`src/rtl/ss_pkg.sv`:
```
package ss_pkg;
  localparam int unsigned SS_SLOT_W_DEF = 16;
  localparam int unsigned SS_SLOTS      = 3;

  function automatic int unsigned ss_cnt_bits(input int unsigned total);
    return $clog2(total + 1);
  endfunction
endpackage

```
`src/rtl/ss_bitcount.sv`:
```
module ss_bitcount #(
  parameter int unsigned TOTAL = 48,
  localparam int unsigned CW   = ss_pkg::ss_cnt_bits(TOTAL)
) (
  input  logic clk,
  input  logic rst,
  input  logic fsync,
  output logic run,
  output logic expiry,
  output logic shift_en
);
  logic [CW-1:0] cnt;

  always_ff @(posedge clk) begin
    if (rst) begin
      run <= 1'b0;
      cnt <= '0;
    end else if (fsync) begin
      run <= 1'b1;
      cnt <= '0;
    end else if (run) begin
      cnt <= cnt + 1'b1;
      if (cnt == CW'(TOTAL - 1)) run <= 1'b0;
    end else begin
      cnt <= '0;
    end
  end

  assign expiry   = (cnt == CW'(TOTAL)) && !run;
  assign shift_en = run && !fsync;
endmodule

```
`src/rtl/ss_txchain.sv`:
```
module ss_txchain #(
  parameter int unsigned W = 48
) (
  input  logic         clk,
  input  logic         rst,
  input  logic         load_en,
  input  logic [W-1:0] load_word,
  input  logic         shift_en,
  output logic         sdo
);
  logic [W-1:0] chain;

  always_ff @(posedge clk) begin
    if (rst)           chain <= '0;
    else if (load_en)  chain <= load_word;
    else if (shift_en) chain <= {chain[W-2:0], 1'b1};
  end

  assign sdo = chain[W-1];
endmodule

```
`src/rtl/ss_rxchain.sv`:
```
module ss_rxchain #(
  parameter int unsigned W = 48
) (
  input  logic         clk,
  input  logic         rst,
  input  logic         cap_en,
  input  logic         sdi,
  output logic [W-1:0] word
);
  always_ff @(negedge clk) begin
    if (rst)         word <= '0;
    else if (cap_en) word <= {word[W-2:0], sdi};
  end
endmodule

```
`src/rtl/ss_slot_shifter.sv`:
```
module ss_slot_shifter #(
  parameter int unsigned SLOT_W = ss_pkg::SS_SLOT_W_DEF
) (
  input  logic              clk,
  input  logic              rst,
  input  logic              fsync,
  input  logic              sdi,
  output logic              sdo,
  input  logic              load_valid,
  output logic              load_ready,
  input  logic [SLOT_W-1:0] load_ctl,
  input  logic [SLOT_W-1:0] load_left,
  input  logic [SLOT_W-1:0] load_right,
  output logic              shift_sel,
  output logic              rx_valid,
  output logic [SLOT_W-1:0] rx_ctl,
  output logic [SLOT_W-1:0] rx_left,
  output logic [SLOT_W-1:0] rx_right
);
  localparam int unsigned SLOTS = ss_pkg::SS_SLOTS;
  localparam int unsigned TOTAL = SLOTS * SLOT_W;

  logic             run;
  logic             expiry;
  logic             shift_en;
  logic [TOTAL-1:0] tx_word;
  logic [TOTAL-1:0] rx_word;
  logic [SLOT_W-1:0] rx_slot [SLOTS];

  ss_bitcount #(.TOTAL(TOTAL)) u_cnt (
    .clk(clk), .rst(rst), .fsync(fsync),
    .run(run), .expiry(expiry), .shift_en(shift_en)
  );

  assign tx_word = {load_ctl, load_left, load_right};

  ss_txchain #(.W(TOTAL)) u_tx (
    .clk(clk), .rst(rst), .load_en(load_valid && !run),
    .load_word(tx_word), .shift_en(shift_en), .sdo(sdo)
  );

  ss_rxchain #(.W(TOTAL)) u_rx (
    .clk(clk), .rst(rst), .cap_en(run), .sdi(sdi), .word(rx_word)
  );

  // slot 0 is the first received (most significant) word
  for (genvar g = 0; g < SLOTS; g++) begin : g_slot
    assign rx_slot[g] = rx_word[TOTAL-1-g*SLOT_W -: SLOT_W];
  end

  assign rx_ctl     = rx_slot[0];
  assign rx_left    = rx_slot[1];
  assign rx_right   = rx_slot[2];
  assign shift_sel  = run;
  assign load_ready = !run;
  assign rx_valid   = expiry;
endmodule

```
`config.mk`:
```
export PLATFORM = sky130hd
export DESIGN_NAME = ss_slot_shifter
export DESIGN_NICKNAME = d
export VERILOG_FILES = /design/src/rtl/ss_pkg.sv /design/src/rtl/ss_bitcount.sv /design/src/rtl/ss_txchain.sv /design/src/rtl/ss_rxchain.sv /design/src/rtl/ss_slot_shifter.sv
export SDC_FILE = /design/constraint.sdc
export NUM_CORES = 1
export LEC_CHECK = 0
export ABC_CLOCK_PERIOD_IN_PS = 1600
export BUFFER_PORTS_ARGS = -buffer_cell sky130_fd_sc_hd__buf_4
export CORE_MARGIN = 2
export CORE_UTILIZATION = 53
export CTS_CLUSTER_DIAMETER = 40
export DETAILED_ROUTE_END_ITERATION = 8
export HOLD_SLACK_MARGIN = 0.08
export PLACE_DENSITY = 0.81
export SLEW_MARGIN = 30
export SYNTH_ARGS = -nofsm -noshare
export SYNTH_HDL_FRONTEND = slang
export SYNTH_SLANG_ARGS = --single-unit
```
`constraint.sdc`:
```
create_clock -name clk -period 1.6 [get_ports clk]
set_clock_uncertainty 0.05 [all_clocks]
set_input_delay 0.32 -clock clk [delete_from_list [all_inputs] [get_ports clk]]
set_output_delay 0.32 -clock clk [all_outputs]
set_load 0.02 [all_outputs]
```
==> results of run 1 <==
power groups by stage:
| stage | Combinational, uW | Sequential, uW | Clock [uW] |
|---|---|---|---|
| final | 1030 | 2790 | 2460 |
| after global routing | 1070 | 2800 | 2570 |
| after CTS | 768 | 2740 | 2170 |
| after detailed placement | 664 | 2790 | 186 |
| after global placement | 648 | 2790 | 186 |
| after floorplan | 456 | 2780 | 186 |
cell type report:
cell class / count / area share
clock inverter: 52 / 0.0284
clock buffer: 12 / 0.0227
tap: 102 / 0.0174
multi-input combinational: 264 / 0.354
inverter: 3 / 0.00154
sequential: 103 / 0.291
timing repair buffer: 203 / 0.285
cells by family after synthesis:
family,share of synthesized area
AND/OR/NAND/NOR,0.106
flip-flops,0.486
multiplexers,0.226
AO/OA/AOI/OAI,0.123
buffers and inverters,0.0474
XOR/XNOR,0.00619
adder cells (fa/ha/maj),0.00589
sequential cells by signal (all words and copies together) (netlist names):
name,cells
u_rx.word,48
u_cnt.cnt,6
u_tx.chain,48
u_cnt.run,1
what timing repair did:
action                                  4_1_cts  5_1_grt
hold buffers                                  0        0
cloned                                        5        8
pin swaps                                     6       38
setup buffers                                19       23
endpoints found under the setup margin       97      149
hold endpoints to repair                      0        0
resized for setup                           116      146
tightest hold or removal path, cell delays in order:
cell and delay, ps:
buf_4 80, mux2i_1 70, a21oi_2 120
cell usage in the layout, fill, tap and decap left out, drive strengths merged, types with 3 or more instances in the layout:
| master | Yosys | final |
|---|---|---|
| a211oi | 47 | 47 |
| buf | 20 | 198 |
| clkbuf | 14 | 17 |
| dfxtp | 103 | 103 |
| inv | 4 | 53 |
| mux2i | 96 | 96 |
| nand2b | 2 | 3 |
| nor2 | 97 | 97 |
| nor3 | 6 | 6 |
worst paths after layout:
check / end / cells past startpoint
setup / recovery: rx_left[3] / 1
hold / removal: u_tx.chain[0] / 3
setup reg to reg: u_rx.word[20] / 4
hold reg to reg: u_cnt.cnt[0] / 1
per-layer routing:
layer / part of all wire / global-route usage / routed length, um / up-vias
li1: - / - / - / 1870
met1: 0.36 / 0.349 / 6630 / 2145
met2: 0.50 / 0.524 / 9170 / 285
met3: 0.071 / 0.0725 / 1310 / 102
met4: 0.067 / 0.140 / 1230 / 0
met5: 0 / 0 / 0 / -
per-stage QoR:
stage | area, um2 | util | power [uW] | TNS (ps) | hold slack, ps
after global routing | 7320 | 0.947 | 6440 | -51530 | 216
after detailed placement | 5540 | 0.717 | 3640 | -10120 | 439
after global placement | 5540 | 0.717 | 3620 | -8840 | 418
after CTS | 6490 | 0.840 | 5680 | -33050 | 184
after floorplan | 4310 | - | 3420 | -11310 | 400
final | 7320 | 0.947 | 6280 | -48610 | 181
==> flow_metrics.tcl, run 1 <==
set metrics [dict create \
    dp.cells 630 \
    ys_types 25 \
    ys_warn_count 0 \
    clock_sinks 103 \
    multi_input_area_um2 2590 \
    ys.flop_type "dfxtp_1" \
    clockPowerShare 0.391 \
    hold_path_class "in -> reg" \
    drt-wirelength-per-cell_um 24.8 \
    syn_area_um2 4250 \
    core_um2 7730 \
    drc 0 \
    final_hold_viol_count 0 \
    portBuffers 104 \
    synth_most_common_cell "dfxtp_1" \
    worst_slack_ps -548 \
    critical_path_arrival_ps 1780 \
    root_buffer "clkbuf_8" \
    path_buf_inv 1 \
    drt-pass1-iter-count 5 \
    status "complete, but fails checks" \
    diodes 0 \
    antenna_found_initial 0 \
    pin_count 105 \
    crit_path_start_kind "register" \
    synthToLayoutAreaGrowth_pct 72.3 \
    maxCapViolations 0 \
    drive_gt1_frac 0.611 \
    place_ws_ps -229 \
    r2r_start "u_cnt.run" \
    p_switching_uw 2180 \
    synthCells 404 \
    ant_nets 0 \
    chipHeight_um 93.5 \
    peakVddDrop_uv 718 \
    synth.top_cell.area_share 0.486 \
    p_int_uw 4100 \
    swShare 0.347 \
    power_frac_seq 0.445 \
    fillers 196 \
    cp-end-kind "output port" \
    setup_violations 153 \
    post-dp-hpwl_um 6380 \
    hp-start "load_right[0]" \
    crit_start "u_rx.word[19]" \
    combPwrFrac 0.164 \
    syn-num-nets 459 \
    grt_pass1_vias 4119 \
    violations "setup timing" \
    critPathSlowestCell "dfxtp_4" \
    cts_tree "yes" \
    h-tree-depth 3 \
    power.density_nw_per_um2 858 \
    layout.cells.non_filler 739 \
    yosys-top-cells-area "dfxtp_1 49%, mux2i_1 23%, a211oi_2 8.8%, nor2_1 8.6%, a211oi_1 3.0%" \
    initial_core_util 0.550 \
    clkLatencyLatePin_ps 470 \
    synth-edff-count 0 \
    cp_max_fo 2 \
    grt_usage 0.302 \
    routed_wl_um 18300 \
    synth.largest_area_cell "dfxtp_1" \
    ys_top_cells_by_count "103 x dfxtp_1, 97 x nor2_1, 96 x mux2i_1" \
    cellLeakagePower_uw 0.00328 \
    critPathTopFamily "flip-flops" \
    synth-seq-cells 103 \
    critPathKind "reg -> out" \
    worst_pin_slew_ps 907 \
    grt_max_degree 55 \
    clockBufferDepth 2 \
    clkTransAtPathRegs_ps 110 \
    grt_pass1_wl_um 20600 \
    nNetsFinal 687 \
    ys_seq_area_frac 0.486 \
    cp.required_ps 1230 \
    rsz0062_at_grt "yes" \
    dr_total_vias 4402 \
    r2r_slack_ps -520 \
    slowest_delay_ps 380 \
    fp-row-count 32 \
    synth_area_per_cell_um2 10.5 \
    crit_chain "buf_6" \
    cts_made_buffers 9 \
    grt_overflow 0 \
    synth-async-reset-ratio 0 \
    drt_iter0_markers 359 \
    relSlewSlack 0.395 \
    chipWidth_um 93.5 \
    dieArea_um2 8740 \
    routabilityCongestion 0.786 \
    via_per_inst 5.96 \
    final_max_slew_viol_count 0 \
    register_area_um2 2130 \
]
(Power assumes the default switching activity.)
==> inputs of run 2 (changes only) <==
--- a/config.mk
+++ b/config.mk
@@ -7,8 +7,10 @@
 export LEC_CHECK = 0
 export ABC_CLOCK_PERIOD_IN_PS = 1600
 export BUFFER_PORTS_ARGS = -buffer_cell sky130_fd_sc_hd__buf_4
+export CELL_PAD_IN_SITES_DETAIL_PLACEMENT = 1
+export CELL_PAD_IN_SITES_GLOBAL_PLACEMENT = 2
 export CORE_MARGIN = 2
-export CORE_UTILIZATION = 53
+export CORE_UTILIZATION = 33
 export CTS_CLUSTER_DIAMETER = 40
 export DETAILED_ROUTE_END_ITERATION = 8
 export HOLD_SLACK_MARGIN = 0.08
==> flow_metrics.tcl, run 2 (same netlist as run 1, synthesis figures left out) <==
set metrics [dict create \
    status "complete, but fails checks" \
    violations "setup timing" \
    grt_overflow 0 \
    chipHeight_um 117 \
    synthToLayoutAreaGrowth_pct 71.7 \
    power.density_nw_per_um2 905 \
    relSlewSlack 0.614 \
    top_regs "u_rx.word: 48 flops, u_tx.chain: 48 flops, u_cnt.cnt: 6 flops" \
    cp.depth 1 \
    core_um2 12600 \
    final_max_slew_viol_count 0 \
    critPathSlowestCell "dfxtp_2" \
    dr_total_vias 3926 \
    register_area_um2 2130 \
    nNetsFinal 702 \
    root_buffer "clkbuf_16" \
    chipWidth_um 117 \
    combPwrFrac 0.140 \
    power_uw 6600 \
    grt_usage 0.198 \
    clock_sinks 103 \
    p_switching_uw 2070 \
    maxCapViolations 0 \
    cts_made_buffers 9 \
    ant_nets 0 \
    rsz0062_at_grt "yes" \
    cp-end-kind "output port" \
    initial_core_util 0.338 \
    drc 0 \
    dieArea_um2 13800 \
    path_buf_inv 1 \
    setup_violations 128 \
    tns_ps -34090 \
    hp-start "load_right[5]" \
    cp.required_ps 1230 \
    power_frac_seq 0.416 \
    pin_count 105 \
    worst_slack_ps -549 \
    grt_pass1_vias 4211 \
    hold_path_class "in -> reg" \
    routabilityCongestion 0.707 \
    worst_pin_slew_ps 580 \
    final_common_cell "buf_4" \
    clkTransAtPathRegs_ps 90 \
    crit_chain "buf_6" \
    critPathKind "reg -> out" \
    grt_pass1_wl_um 21900 \
    fillers 1304 \
    critPathTopFamily "flip-flops" \
    h-tree-depth 3 \
    multi_input_area_um2 2250 \
    p_int_uw 4530 \
    crit_start "u_rx.word[46]" \
    drt-pass1-iter-count 4 \
    clockBufferDepth 2 \
    fp-row-count 41 \
    crit_path_start_kind "register" \
    grt_max_degree 40 \
    cellLeakagePower_uw 0.00347 \
    slowest_delay_ps 390 \
    peakVddDrop_uv 489 \
    cts_tree "yes" \
    diodes 0 \
    r2r_start "u_cnt.run" \
    clockPowerShare 0.444 \
    swShare 0.314 \
    clkLatencyLatePin_ps 440 \
    via_per_inst 4.76 \
    final_cell_mix "130 x buf_4, 88 x nor2_1, 76 x mux2i_1" \
    critical_path_arrival_ps 1780 \
    antenna_found_initial 0 \
    cp_max_fo 2 \
    rr_worst_depth 4 \
    min_path_cells 3 \
    portBuffers 104 \
    post-dp-hpwl_um 7430 \
    drive_gt1_frac 0.544 \
    routed_wl_um 15200 \
    final_hold_viol_count 0 \
    drt_iter0_markers 108 \
    drt-wirelength-per-cell_um 18.5 \
]
==> run 2: changes by cell type in the layout (fill, tap and decap cells not counted), moves of 11 or more <==
cell / change
buf_4: +15
mux2i_2: -12
mux2i_1: +24
mux2i_4: -12
nor2_1: +11
==> run 2: layer usage <==
metal / vias to the layer above / global-route usage / wire length, um
li1: 1891 / - / -
met1: 1925 / 0.226 / 6080
met2: 84 / 0.348 / 8020
met3: 26 / 0.0618 / 812
met4: 0 / 0.0723 / 327
met5: - / 0 / 0
==> run 2: worst paths after layout <==
path	to	slack, ps
hold reg to reg	u_tx.chain[22]	450
hold / removal	u_tx.chain[5]	200
setup / recovery	rx_ctl[14]	-550
setup reg to reg	u_rx.word[38]	-320
==> run 2: power by group through the flow <==
stage          clock, uW  sequential, uW  combinational [uW]
2_1_floorplan        186            2780                 456
3_3_place_gp         186            2790                 673
3_5_place_dp         186            2790                 691
4_1_cts             2860            2740                 760
5_1_grt             3160            2760                 988
6_report            2930            2740                 925
==> run 2: timing repair <==
| item | in CTS | in global routing |
|---|---|---|
| gates cloned | 3 | 9 |
| pin swaps | 6 | 29 |
| buffers inserted | 25 | 23 |
| gates resized for setup | 114 | 75 |
| hold buffers | 0 | 0 |
| setup endpoints to repair | 97 | 139 |
==> run 2: stage by stage <==
step / std cells / cell area [um2] / hold slack (ps) / setup WS (ps) / util
after floorplan: 404 / 4310 / 400 / -247 / -
after detailed placement: 709 / 5690 / 429 / -210 / 0.452
after global routing: 824 / 7290 / 208 / -552 / 0.580
after CTS: 800 / 6750 / 209 / -486 / 0.537
after global placement: 709 / 5690 / 420 / -181 / 0.452
final: 824 / 7290 / 202 / -549 / 0.580
==> run 2: cell type report <==
type	instances	share of cell area
multi-input combinational	264	0.309
timing repair buffer	218	0.301
sequential	103	0.293
clock buffer	10	0.0343
clock inverter	54	0.0319
tap	172	0.0295
inverter	3	0.00154
==> run 2: worst reg2reg max path: cells and delay by family (launching register included) <==
family	cells	cell delay [ps]
buffers and inverters	2	270
AND/OR/NAND/NOR	1	70
multiplexers	1	230
flip-flops	1	440
==> inputs of run 3 (changes only) <==
--- a/config.mk
+++ b/config.mk
@@ -5,16 +5,16 @@
 export SDC_FILE = /design/constraint.sdc
 export NUM_CORES = 1
 export LEC_CHECK = 0
-export ABC_CLOCK_PERIOD_IN_PS = 1600
+export ABC_CLOCK_PERIOD_IN_PS = 2500
 export BUFFER_PORTS_ARGS = -buffer_cell sky130_fd_sc_hd__buf_4
 export CELL_PAD_IN_SITES_DETAIL_PLACEMENT = 1
 export CELL_PAD_IN_SITES_GLOBAL_PLACEMENT = 2
 export CORE_MARGIN = 2
-export CORE_UTILIZATION = 33
+export CORE_UTILIZATION = 35
 export CTS_CLUSTER_DIAMETER = 40
 export DETAILED_ROUTE_END_ITERATION = 8
 export HOLD_SLACK_MARGIN = 0.08
-export PLACE_DENSITY = 0.81
+export PLACE_DENSITY = 0.85
 export SLEW_MARGIN = 30
 export SYNTH_ARGS = -nofsm -noshare
 export SYNTH_HDL_FRONTEND = slang
==> constraint.sdc (replaced) <==
create_clock -name clk -period 2.5 [get_ports clk]
set_clock_uncertainty 0.05 [all_clocks]
set_input_delay 0.5 -clock clk [delete_from_list [all_inputs] [get_ports clk]]
set_output_delay 0.5 -clock clk [all_outputs]
set_load 0.02 [all_outputs]
==> flow_metrics.tcl, run 3 (same netlist as run 1, synthesis figures left out) <==
set metrics [dict create \
    status "complete, but fails checks" \
    violations "setup timing" \
    initial_core_util 0.357 \
    critPathSlowestCell "dfxtp_2" \
    fin_util 0.529 \
    r2r_slack_ps 30 \
    peakVddDrop_uv 909 \
    portBuffers 104 \
    critical_path_arrival_ps 2200 \
    final_common_cell "buf_4" \
    cp_max_fo 2 \
    clock_sinks 103 \
    grt_usage 0.190 \
    rsz0062_at_grt "yes" \
    top_regs "u_rx.word: 48 flops, u_tx.chain: 48 flops, u_cnt.cnt: 6 flops" \
    drt_iter0_markers 124 \
    cp-end-kind "output port" \
    nNetsFinal 648 \
    r2r_start "u_cnt.run" \
    chipWidth_um 114 \
    final_cell_mix "112 x buf_4, 97 x nor2_1, 96 x mux2i_1" \
    maxCapViolations 0 \
    drt-wirelength-per-cell_um 17.3 \
    clockBufferDepth 2 \
    clkTransAtPathRegs_ps 90 \
    dr_total_vias 3648 \
    cts_made_buffers 9 \
    grt_pass1_wl_um 19500 \
    h-tree-depth 3 \
    clkLatencyLatePin_ps 450 \
    crit_start "u_rx.word[24]" \
    setup_violations 48 \
    hold_ws_ps 392 \
    hold_path_class "in -> reg" \
    crit_chain "buf_6" \
    dieArea_um2 13000 \
    drive_gt1_frac 0.438 \
    final_max_slew_viol_count 0 \
    slowest_delay_ps 370 \
    path_buf_inv 1 \
    power_uw 4030 \
    root_buffer "clkbuf_16" \
    cts_hold_buf 0 \
    routed_wl_um 12900 \
    r2r-end "u_rx.word[45]" \
    cts_tree "yes" \
    critPathKind "reg -> out" \
    via_per_inst 4.90 \
    chipHeight_um 114 \
    drc 0 \
    final_hold_viol_count 0 \
    worst_slack_ps -252 \
    drt-pass1-iter-count 4 \
    routabilityCongestion 0.744 \
    rr_worst_depth 3 \
    antenna_found_initial 0 \
    cp.depth 1 \
    crit_path_start_kind "register" \
    grt_max_degree 79 \
    worst_pin_slew_ps 758 \
    core_um2 11900 \
    fp-row-count 40 \
    pin_count 105 \
    cp-endpoint "rx_left[8]" \
    power.density_nw_per_um2 640 \
    relSlewSlack 0.495 \
    ant_nets 0 \
    synthToLayoutAreaGrowth_pct 48.4 \
    place_ws_ps 108 \
    diodes 0 \
    critPathTopFamily "flip-flops" \
    grt_overflow 0 \
    cp.required_ps 1950 \
    grt_pass1_vias 3917 \
    cellLeakagePower_uw 0.00311 \
    post-dp-hpwl_um 6380 \
]
-- run 3: final cells by class --
type | instances | area (um2)
inverters | 3 | 11.3
flip-flops and latches | 103 | 2130
clock inverters | 54 | 249
clock buffers | 10 | 250
fillers | 1303 | 5610
well taps | 147 | 184
repair buffers | 165 | 1480
multi-input cells | 263 | 2000
-- run 3: report_power, final --
group          total [uW]  internal [uW]  leakage [uW]  switching, uW
sequential           1750           1710      0.000866           39.2
clock                1880            873      0.000409           1010
combinational         401            202       0.00184            199
-- run 3: timing repair --
item                                    CTS  global route
buffers inserted                         42            12
resized for setup                        96             2
pin swaps                                 0             0
endpoints found under the setup margin   48            48
-- run 3: how the worst min path moves through the flow --
stage / start / to / slack (ps) / cells past startpoint
final: fsync / u_cnt.run / 390 / 3
after global routing: load_left[1] / u_tx.chain[17] / 410 / 3
after CTS: fsync / u_cnt.run / 390 / 3
after detailed placement: u_cnt.cnt[0] / u_cnt.cnt[0] / 440 / 1
after global placement: u_cnt.cnt[0] / u_cnt.cnt[0] / 430 / 1
after floorplan: u_cnt.cnt[0] / u_cnt.cnt[0] / 400 / 1
-- run 3: layer usage --
layer  up-vias  track usage  routed length, um
met5         -            0                  0
met4         0       0.0439                167
met3        14       0.0916                928
met2        98        0.332               6620
met1      1755        0.209               5140
li1       1781            -                  -
-- run 3: metrics by stage --
stage | TNS [ps] | cell area [um2] | instances
CTS | -8150 | 6210 | 733
global route | -10270 | 6300 | 745
floorplan | -724 | 4250 | 404
global placement | 0 | 5160 | 628
detailed placement | 0 | 5160 | 628
finish | -8470 | 6300 | 745
